==> src/rtl/irqc_pkg.sv <==
package irqc_pkg;
  localparam int CH_N      = 7;
  localparam int FREE_W    = 6;
  localparam int ERR_POS   = 15;
  localparam int ENA_POS   = 16;
  // reasons a channel flag may be raised in a cycle
  typedef struct packed {
    logic by_err;
    logic by_done;
  } set_cause_t;
endpackage

==> src/rtl/irqc_cfg_reg.sv <==
module irqc_cfg_reg #(
  parameter int NUM_CH = 7,
  parameter int FREE_W = 6
) (
  input  logic              clk,
  input  logic              rst,
  input  logic              wr_en,
  input  logic [FREE_W-1:0] wr_free,
  input  logic [NUM_CH-1:0] wr_ena,
  input  logic              wr_gen,
  output logic [FREE_W-1:0] free_q,
  output logic [NUM_CH-1:0] ena_q,
  output logic              gen_q,
  output logic              gen_nxt
);
  assign gen_nxt = wr_en ? wr_gen : gen_q;

  always_ff @(posedge clk) begin
    if (rst) begin
      free_q <= '0;
      ena_q  <= '0;
      gen_q  <= 1'b0;
    end else if (wr_en) begin
      free_q <= wr_free;
      ena_q  <= wr_ena;
      gen_q  <= wr_gen;
    end
  end

  // configuration holds without a write
  p_cfg_hold_r1: assert property (@(posedge clk) disable iff (rst)
    !wr_en |=> ($stable(free_q) && $stable(ena_q) && $stable(gen_q)));
endmodule

==> src/rtl/irqc_flag_bank.sv <==
module irqc_flag_bank
  import irqc_pkg::*;
#(
  parameter int NUM_CH = 7
) (
  input  logic              clk,
  input  logic              rst,
  input  logic              wr_en,
  input  logic [NUM_CH-1:0] wr_clr,
  input  logic [NUM_CH-1:0] done,
  input  logic [NUM_CH-1:0] berr,
  input  logic [NUM_CH-1:0] ena,
  input  logic              gen,
  output logic [NUM_CH-1:0] flag_q,
  output logic [NUM_CH-1:0] flag_nxt
);
  for (genvar c = 0; c < NUM_CH; c++) begin : g_ch
    set_cause_t cause;
    logic       kill;
    assign cause.by_err  = berr[c];
    assign cause.by_done = done[c] & ena[c] & gen;
    assign kill          = wr_en & wr_clr[c];
    assign flag_nxt[c]   = (|cause) | (flag_q[c] & ~kill);

    always_ff @(posedge clk) begin
      if (rst) flag_q[c] <= 1'b0;
      else     flag_q[c] <= flag_nxt[c];
    end

    p_err_sets_r4: assert property (@(posedge clk) disable iff (rst)
      berr[c] |=> flag_q[c]);
    p_gated_done_r3: assert property (@(posedge clk) disable iff (rst)
      (!flag_q[c] && !berr[c] && !(ena[c] && gen)) |=> !flag_q[c]);
    p_w1c_r2: assert property (@(posedge clk) disable iff (rst)
      (wr_en && wr_clr[c] && !berr[c] && !done[c]) |=> !flag_q[c]);
    p_set_wins_r8: assert property (@(posedge clk) disable iff (rst)
      (wr_en && wr_clr[c] && done[c] && ena[c] && gen) |=> flag_q[c]);
  end
endmodule

==> src/rtl/irqc_summary.sv <==
module irqc_summary #(
  parameter int NUM_CH = 7
) (
  input  logic              clk,
  input  logic              rst,
  input  logic              wr_en,
  input  logic              wr_err,
  input  logic [NUM_CH-1:0] berr,
  input  logic              gen_nxt,
  input  logic [NUM_CH-1:0] flag_nxt,
  output logic              err_q,
  output logic              sum_q
);
  logic err_nxt;
  logic sum_nxt;

  assign err_nxt = (|berr) | (wr_en ? wr_err : err_q);
  assign sum_nxt = err_nxt | (gen_nxt & (|flag_nxt));

  always_ff @(posedge clk) begin
    if (rst) begin
      err_q <= 1'b0;
      sum_q <= 1'b0;
    end else begin
      err_q <= err_nxt;
      sum_q <= sum_nxt;
    end
  end

  p_err_bit_r4: assert property (@(posedge clk) disable iff (rst)
    (|berr) |=> (err_q && sum_q));
endmodule

==> src/rtl/dma_irq_ctl.sv <==
module dma_irq_ctl #(
  parameter int NUM_CH  = irqc_pkg::CH_N,
  parameter int FREE_W  = irqc_pkg::FREE_W,
  parameter int ERR_POS = irqc_pkg::ERR_POS,
  parameter int ENA_POS = irqc_pkg::ENA_POS,
  localparam int GEN_POS = ENA_POS + NUM_CH,
  localparam int FLG_POS = GEN_POS + 1,
  localparam int SUM_POS = FLG_POS + NUM_CH,
  localparam int DW      = SUM_POS + 1,
  localparam int GAP_W   = ERR_POS - FREE_W
) (
  input  logic              clk,
  input  logic              rst,
  input  logic              wr_en,
  input  logic [DW-1:0]     wr_data,
  input  logic [NUM_CH-1:0] ch_done,
  input  logic [NUM_CH-1:0] ch_berr,
  output logic [DW-1:0]     rd_data,
  output logic              irq
);
  logic [FREE_W-1:0] free_q;
  logic [NUM_CH-1:0] ena_q;
  logic              gen_q;
  logic              gen_nxt;
  logic [NUM_CH-1:0] flag_q;
  logic [NUM_CH-1:0] flag_nxt;
  logic              err_q;
  logic              sum_q;

  irqc_cfg_reg #(.NUM_CH(NUM_CH), .FREE_W(FREE_W)) u_cfg (
    .clk     (clk),
    .rst     (rst),
    .wr_en   (wr_en),
    .wr_free (wr_data[FREE_W-1:0]),
    .wr_ena  (wr_data[GEN_POS-1:ENA_POS]),
    .wr_gen  (wr_data[GEN_POS]),
    .free_q  (free_q),
    .ena_q   (ena_q),
    .gen_q   (gen_q),
    .gen_nxt (gen_nxt)
  );

  irqc_flag_bank #(.NUM_CH(NUM_CH)) u_flags (
    .clk      (clk),
    .rst      (rst),
    .wr_en    (wr_en),
    .wr_clr   (wr_data[SUM_POS-1:FLG_POS]),
    .done     (ch_done),
    .berr     (ch_berr),
    .ena      (ena_q),
    .gen      (gen_q),
    .flag_q   (flag_q),
    .flag_nxt (flag_nxt)
  );

  irqc_summary #(.NUM_CH(NUM_CH)) u_sum (
    .clk      (clk),
    .rst      (rst),
    .wr_en    (wr_en),
    .wr_err   (wr_data[ERR_POS]),
    .berr     (ch_berr),
    .gen_nxt  (gen_nxt),
    .flag_nxt (flag_nxt),
    .err_q    (err_q),
    .sum_q    (sum_q)
  );

  assign rd_data = {sum_q, flag_q, gen_q, ena_q, err_q, {GAP_W{1'b0}}, free_q};
  assign irq     = sum_q;

  // the summary register agrees with the separately held fields
  p_summary_r5: assert property (@(posedge clk) disable iff (rst)
    rd_data[SUM_POS] == (rd_data[ERR_POS] |
                         (rd_data[GEN_POS] & (|rd_data[SUM_POS-1:FLG_POS]))));
  p_reset_r7: assert property (@(posedge clk)
    rst |=> (rd_data == '0 && !irq));
  p_quiet_r9: assert property (@(posedge clk) disable iff (rst)
    (!wr_en && ch_done == '0 && ch_berr == '0) |=> $stable(rd_data));
endmodule

==> config.mk <==
export PLATFORM = sky130hd
export DESIGN_NAME = dma_irq_ctl
export DESIGN_NICKNAME = d
export VERILOG_FILES = /design/src/rtl/irqc_pkg.sv /design/src/rtl/irqc_cfg_reg.sv /design/src/rtl/irqc_flag_bank.sv /design/src/rtl/irqc_summary.sv /design/src/rtl/dma_irq_ctl.sv
export SDC_FILE = /design/constraint.sdc
export NUM_CORES = 1
export LEC_CHECK = 0
export ABC_AREA = 1
export BUFFER_PORTS_ARGS = -buffer_cell sky130_fd_sc_hd__clkbuf_2
export CAP_MARGIN = 10
export CORE_MARGIN = 1
export CORE_UTILIZATION = 40
export DETAILED_ROUTE_END_ITERATION = 8
export PLACE_DENSITY = 0.79
export SYNTH_ARGS = -nofsm -noshare
export SYNTH_HDL_FRONTEND = slang
export SYNTH_HIERARCHICAL = 1
export SYNTH_SLANG_ARGS = --single-unit
==> constraint.sdc <==
create_clock -name clk -period 1.3 [get_ports clk]
set_input_delay 0.195 -clock clk [delete_from_list [all_inputs] [get_ports clk]]
set_output_delay 0.195 -clock clk [all_outputs]
set_load 0.01 [all_outputs]
Yosys cells after proc, flatten, opt, wreduce, memory -nomap -nowiden
Cells that the tools add are included.

word-level totals
  register bits = 23
  bits of input ports = 49
  output and inout bits = 33
  logic and storage cells = 68

operators by class
  mux-type cells = 2
  bitwise logic cells = 45
  reduce and logical (&&, ||, !) cells = 9

operator list
  operator            count
  AND 1 bit           29
  OR reduction 2 bit  7
  OR reduction 7 bit  2
  OR 1 bit            9
  NOT 1 bit           7
  two-way mux 1 bit   2

Depth between registers and ports, before layout
  depth in word-level cells = 7
  gate-level depth with buffers = 8
  mapped depth without buffers = 8

Hierarchy
Netlist, hierarchy kept.

modules (own cells, without submodules)
  module          times used  cells an instance  area each (sq um)  sequential area each (sq um)
  irqc_cfg_reg    1           65                 506.7              280.3
  irqc_flag_bank  1           57                 394.1              140.1
  irqc_summary    1           25                 131.4              40.0
  dma_irq_ctl     1           13                 93.8               0.0

Least setup slack after synthesis
OpenSTA, ideal clock, no wires.

  path kind = register -> register
  from = reg u_cfg.gen_q
  to = reg u_sum.sum_q
  library setup time = 0.114 ns
  arrival time = 0.861 ns
  data required time = 1.186 ns
  setup slack = 0.326 ns
  stages on the path, launching flop included = 7
  path buffers = 0
  period minus slack after synthesis = 0.974 ns
  cell sequence = dfxtp_1 -> nand3_1 -> nand3_2 -> nor3_1 -> nand3_1 -> nand2_1 -> nand2_1

between the ends
  cells in the longest elaborated chain, start to end = 6
  elaborated cells on any way between the ends = 25
  classes of those cells = mux (1); bitwise (16); reduce/logical (8)

RTL lines
  item                      line                  text
  start: declaration        irqc_cfg_reg.sv:13    output logic gen_q,
  start signal: assignment  irqc_cfg_reg.sv:26    gen_q <= wr_gen;
  AND 1 bit                 irqc_flag_bank.sv:21  assign cause.by_done = done[c] & ena[c] & gen;
  OR reduction 2 bit        irqc_flag_bank.sv:23  assign flag_nxt[c] = (|cause) | (flag_q[c] & ~kill);
  OR 1 bit                  irqc_flag_bank.sv:23
  named net flag_nxt[5]     dma_irq_ctl.sv:26     logic [NUM_CH-1:0] flag_nxt;
  OR reduction 7 bit        irqc_summary.sv:18    assign sum_nxt = err_nxt | (gen_nxt & (|flag_nxt));
  AND 1 bit                 irqc_summary.sv:18
  OR 1 bit                  irqc_summary.sv:18
  end signal: assignment    irqc_summary.sv:26    sum_q <= sum_nxt;
  end: declaration          irqc_summary.sv:12    output logic sum_q

The timed path passes the listed nets, and every way through them passes these cells.
A chain may end at the register's enable or synchronous reset.

Worst setup path after layout
  from = reg u_cfg.gen_q
  to = out rd_data[23]

RTL lines
  item              line               text
  end: declaration  dma_irq_ctl.sv:18  output logic [DW-1:0] rd_data,

No word-level cell between the ends.

==> reports/metrics.yaml <==
critical_path:
  critPathBufInv: 1
  slowest_stage: "dfxtp_1"
  crit_required_ns: 1.11
  crit_path_end_kind: "output port"
  crit_chain: "clkbuf_2"
  path_class: "reg2out"
  worstPathArrival_ns: 1.00
  slowest_delay_ns: 0.51
  cp-startpoint: "u_cfg/gen_q"
  rr_startpoint: "u_cfg/gen_q"
  cp-start-kind: "register"
  critPathTopFamily: "flip-flops"
  cp_max_fo: 9
clock_tree:
  root_buffer: "clkbuf_4"
  numCtsBuffers: 3
  postCtsSetupRepairBufs: 0
  clk_pin_slew_worst_paths_ns: 0.12
  htreeDepth: 1
  cts_sinks: 23
  ctsResizeCount: 0
  clock_latency_ns: 0.30
  holdBufCountCts: 0
  clockBufferDepth: 2
  tritoncts: "built"
synthesis:
  yosysSeqAreaShare_pct: 40.9
  ys_warn_count: 6
  syn_area_um2: 1130
  synthesis.instances: 160
  ys_seq_elements: 23
  synth_cell_types: 17
  synth_area_per_cell_um2: 7.04
place:
  dp_hpwl_um: 1960
  io_buffers: 62
  dp.cells: 248
  gp_congestion: 0.751
route:
  drtPass1Iterations: 2
  drt_iter0_markers: 7
  ant_nets: 0
  vias_per_cell: 4.31
  drc_errors: 0
  wl_um: 2390
  routedWlPerCell_um: 9.50
  vias: 1085
final_layout:
  fin_nets: 272
  seq_area_um2: 460
  multi_input_area_um2: 470
  fillerInstances: 273
  fin_cells: 252
  diodes: 0
  areaGrowthSynthToFinish_pct: 27.4
  drive_gt1_share_pct: 35.1
flow_run:
  max_cap_viol_count: 0
timing:
  setup_tns_ns: 0
  fin_hold_ws_ns: 0.0996
  rsz0062_at_grt: "no"
  hold_violations: 0
  finalMaxSlewViolations: 0
  finalSetupViolCount: 0
  fin_skew_ns: 0.00267
  fin_crit_sh_pct: 91.7
  finalCriticalPeriod_ns: 1.19
  max_freq_mhz: 839
power_and_ir_drop:
  p_per_area_nw_per_um2: 976
  p_leak_nw: 0.870
  peakVddDrop_uv: 623
global_routing:
  grt_max_degree: 15
  grt_pass1_wl_um: 3790
  grt_use_total_pct: 17.9
  grt_overflow: 0
  antenna_found_initial: 0
  grt_pass1_vias: 964
die:
  die_h_um: 55.1
  ioPinCount: 82
  core_area_um2: 2570
  die_w_um: 55.1
  dieArea_um2: 3030
  start_util_pct: 43.9
  rows: 18
hold_path:
  hold_class: "in2reg"
  worstHoldStart: "rst"
run_status:
  status: "finished clean"
## power by group
group | internal [mW] | switching [mW]
Clock | 0.119 | 0.202
Combinational | 0.133 | 0.160
Sequential | 0.755 | 0.0319
Total | 1.01 | 0.394
## layout make-up
cell class | count | share of cell area, %
clock buffer | 4 | 1.83
tap | 30 | 2.62
timing repair buffer | 65 | 23.2
inverter | 25 | 7.50
sequential | 23 | 32.1
multi-input combinational | 105 | 32.8
## cell usage in the layout, fill, tap and decap left out
| master | n |
|---|---|
| dfxtp_1 | 23 |
| buf_4 | 3 |
| o21ai_1 | 2 |
| o21ai_0 | 11 |
| conb_1 | 9 |
| clkbuf_2 | 62 |
| bufinv_8 | 1 |
| inv_2 | 1 |
| nand3_1 | 8 |
| clkbuf_1 | 1 |
| nand2_1 | 32 |
| clkbuf_4 | 3 |
| nor2_2 | 1 |
| inv_1 | 23 |
| nor2_1 | 33 |
| nand3_2 | 7 |
| nor3_1 | 1 |
| and2_0 | 1 |
## metal layers
metal  vias to the layer above  track usage, %  share of wire [%]
li1                        588               -                  -
met1                       455            20.0                 42
met2                        40            32.9                 50
met3                         2            3.83                7.8
met4                         0            6.25               0.33
met5                         -               0                  0
## synthesized netlist by cell type, drive strengths merged
library cell / instances / area [um2]
o21ai: 13 / 65.1
buf: 15 / 118
bufinv: 1 / 17.5
inv: 24 / 90.1
dfxtp: 23 / 460
conb: 1 / 3.75
nand2: 32 / 120
nand3: 15 / 110
nor2: 34 / 130
and2: 1 / 6.26
nor3: 1 / 5.00
## path summary, 6_finish.rpt
path,endpoint,cells past startpoint,slack [ns]
setup / recovery,rd_data[23],1,0.11
hold / removal,u_cfg/gen_q,2,0.1
setup reg to reg,u_sum/sum_q,6,0.21
hold reg to reg,u_cfg/free_q[2],2,0.52
## cell families after synthesis
group,share of synthesized area [%]
buffers and inverters,20.0
DFF,40.9
and+or+nand+nor,33.0
other,0.333
AOI/OAI and AO/OA,5.78
## state kept, by name (all words and copies together), names as in the netlist
register and count:
u_sum/err_q 1, u_flags/flag_q 7, u_cfg/gen_q 1, u_sum/sum_q 1, u_cfg/ena_q 7, u_cfg/free_q 6
## metrics by stage
step	setup slack (ns)	util, %	power, mW	area [um2]
floorplan	0.326	-	0.987	1160
global placement	0.106	54.9	1.09	1410
detailed placement	0.0976	54.9	1.10	1410
CTS	0.0905	55.9	1.42	1440
global route	0.0332	55.9	1.49	1440
finish	0.108	55.9	1.40	1440
No activity file was read; power rests on OpenSTA's default activity.
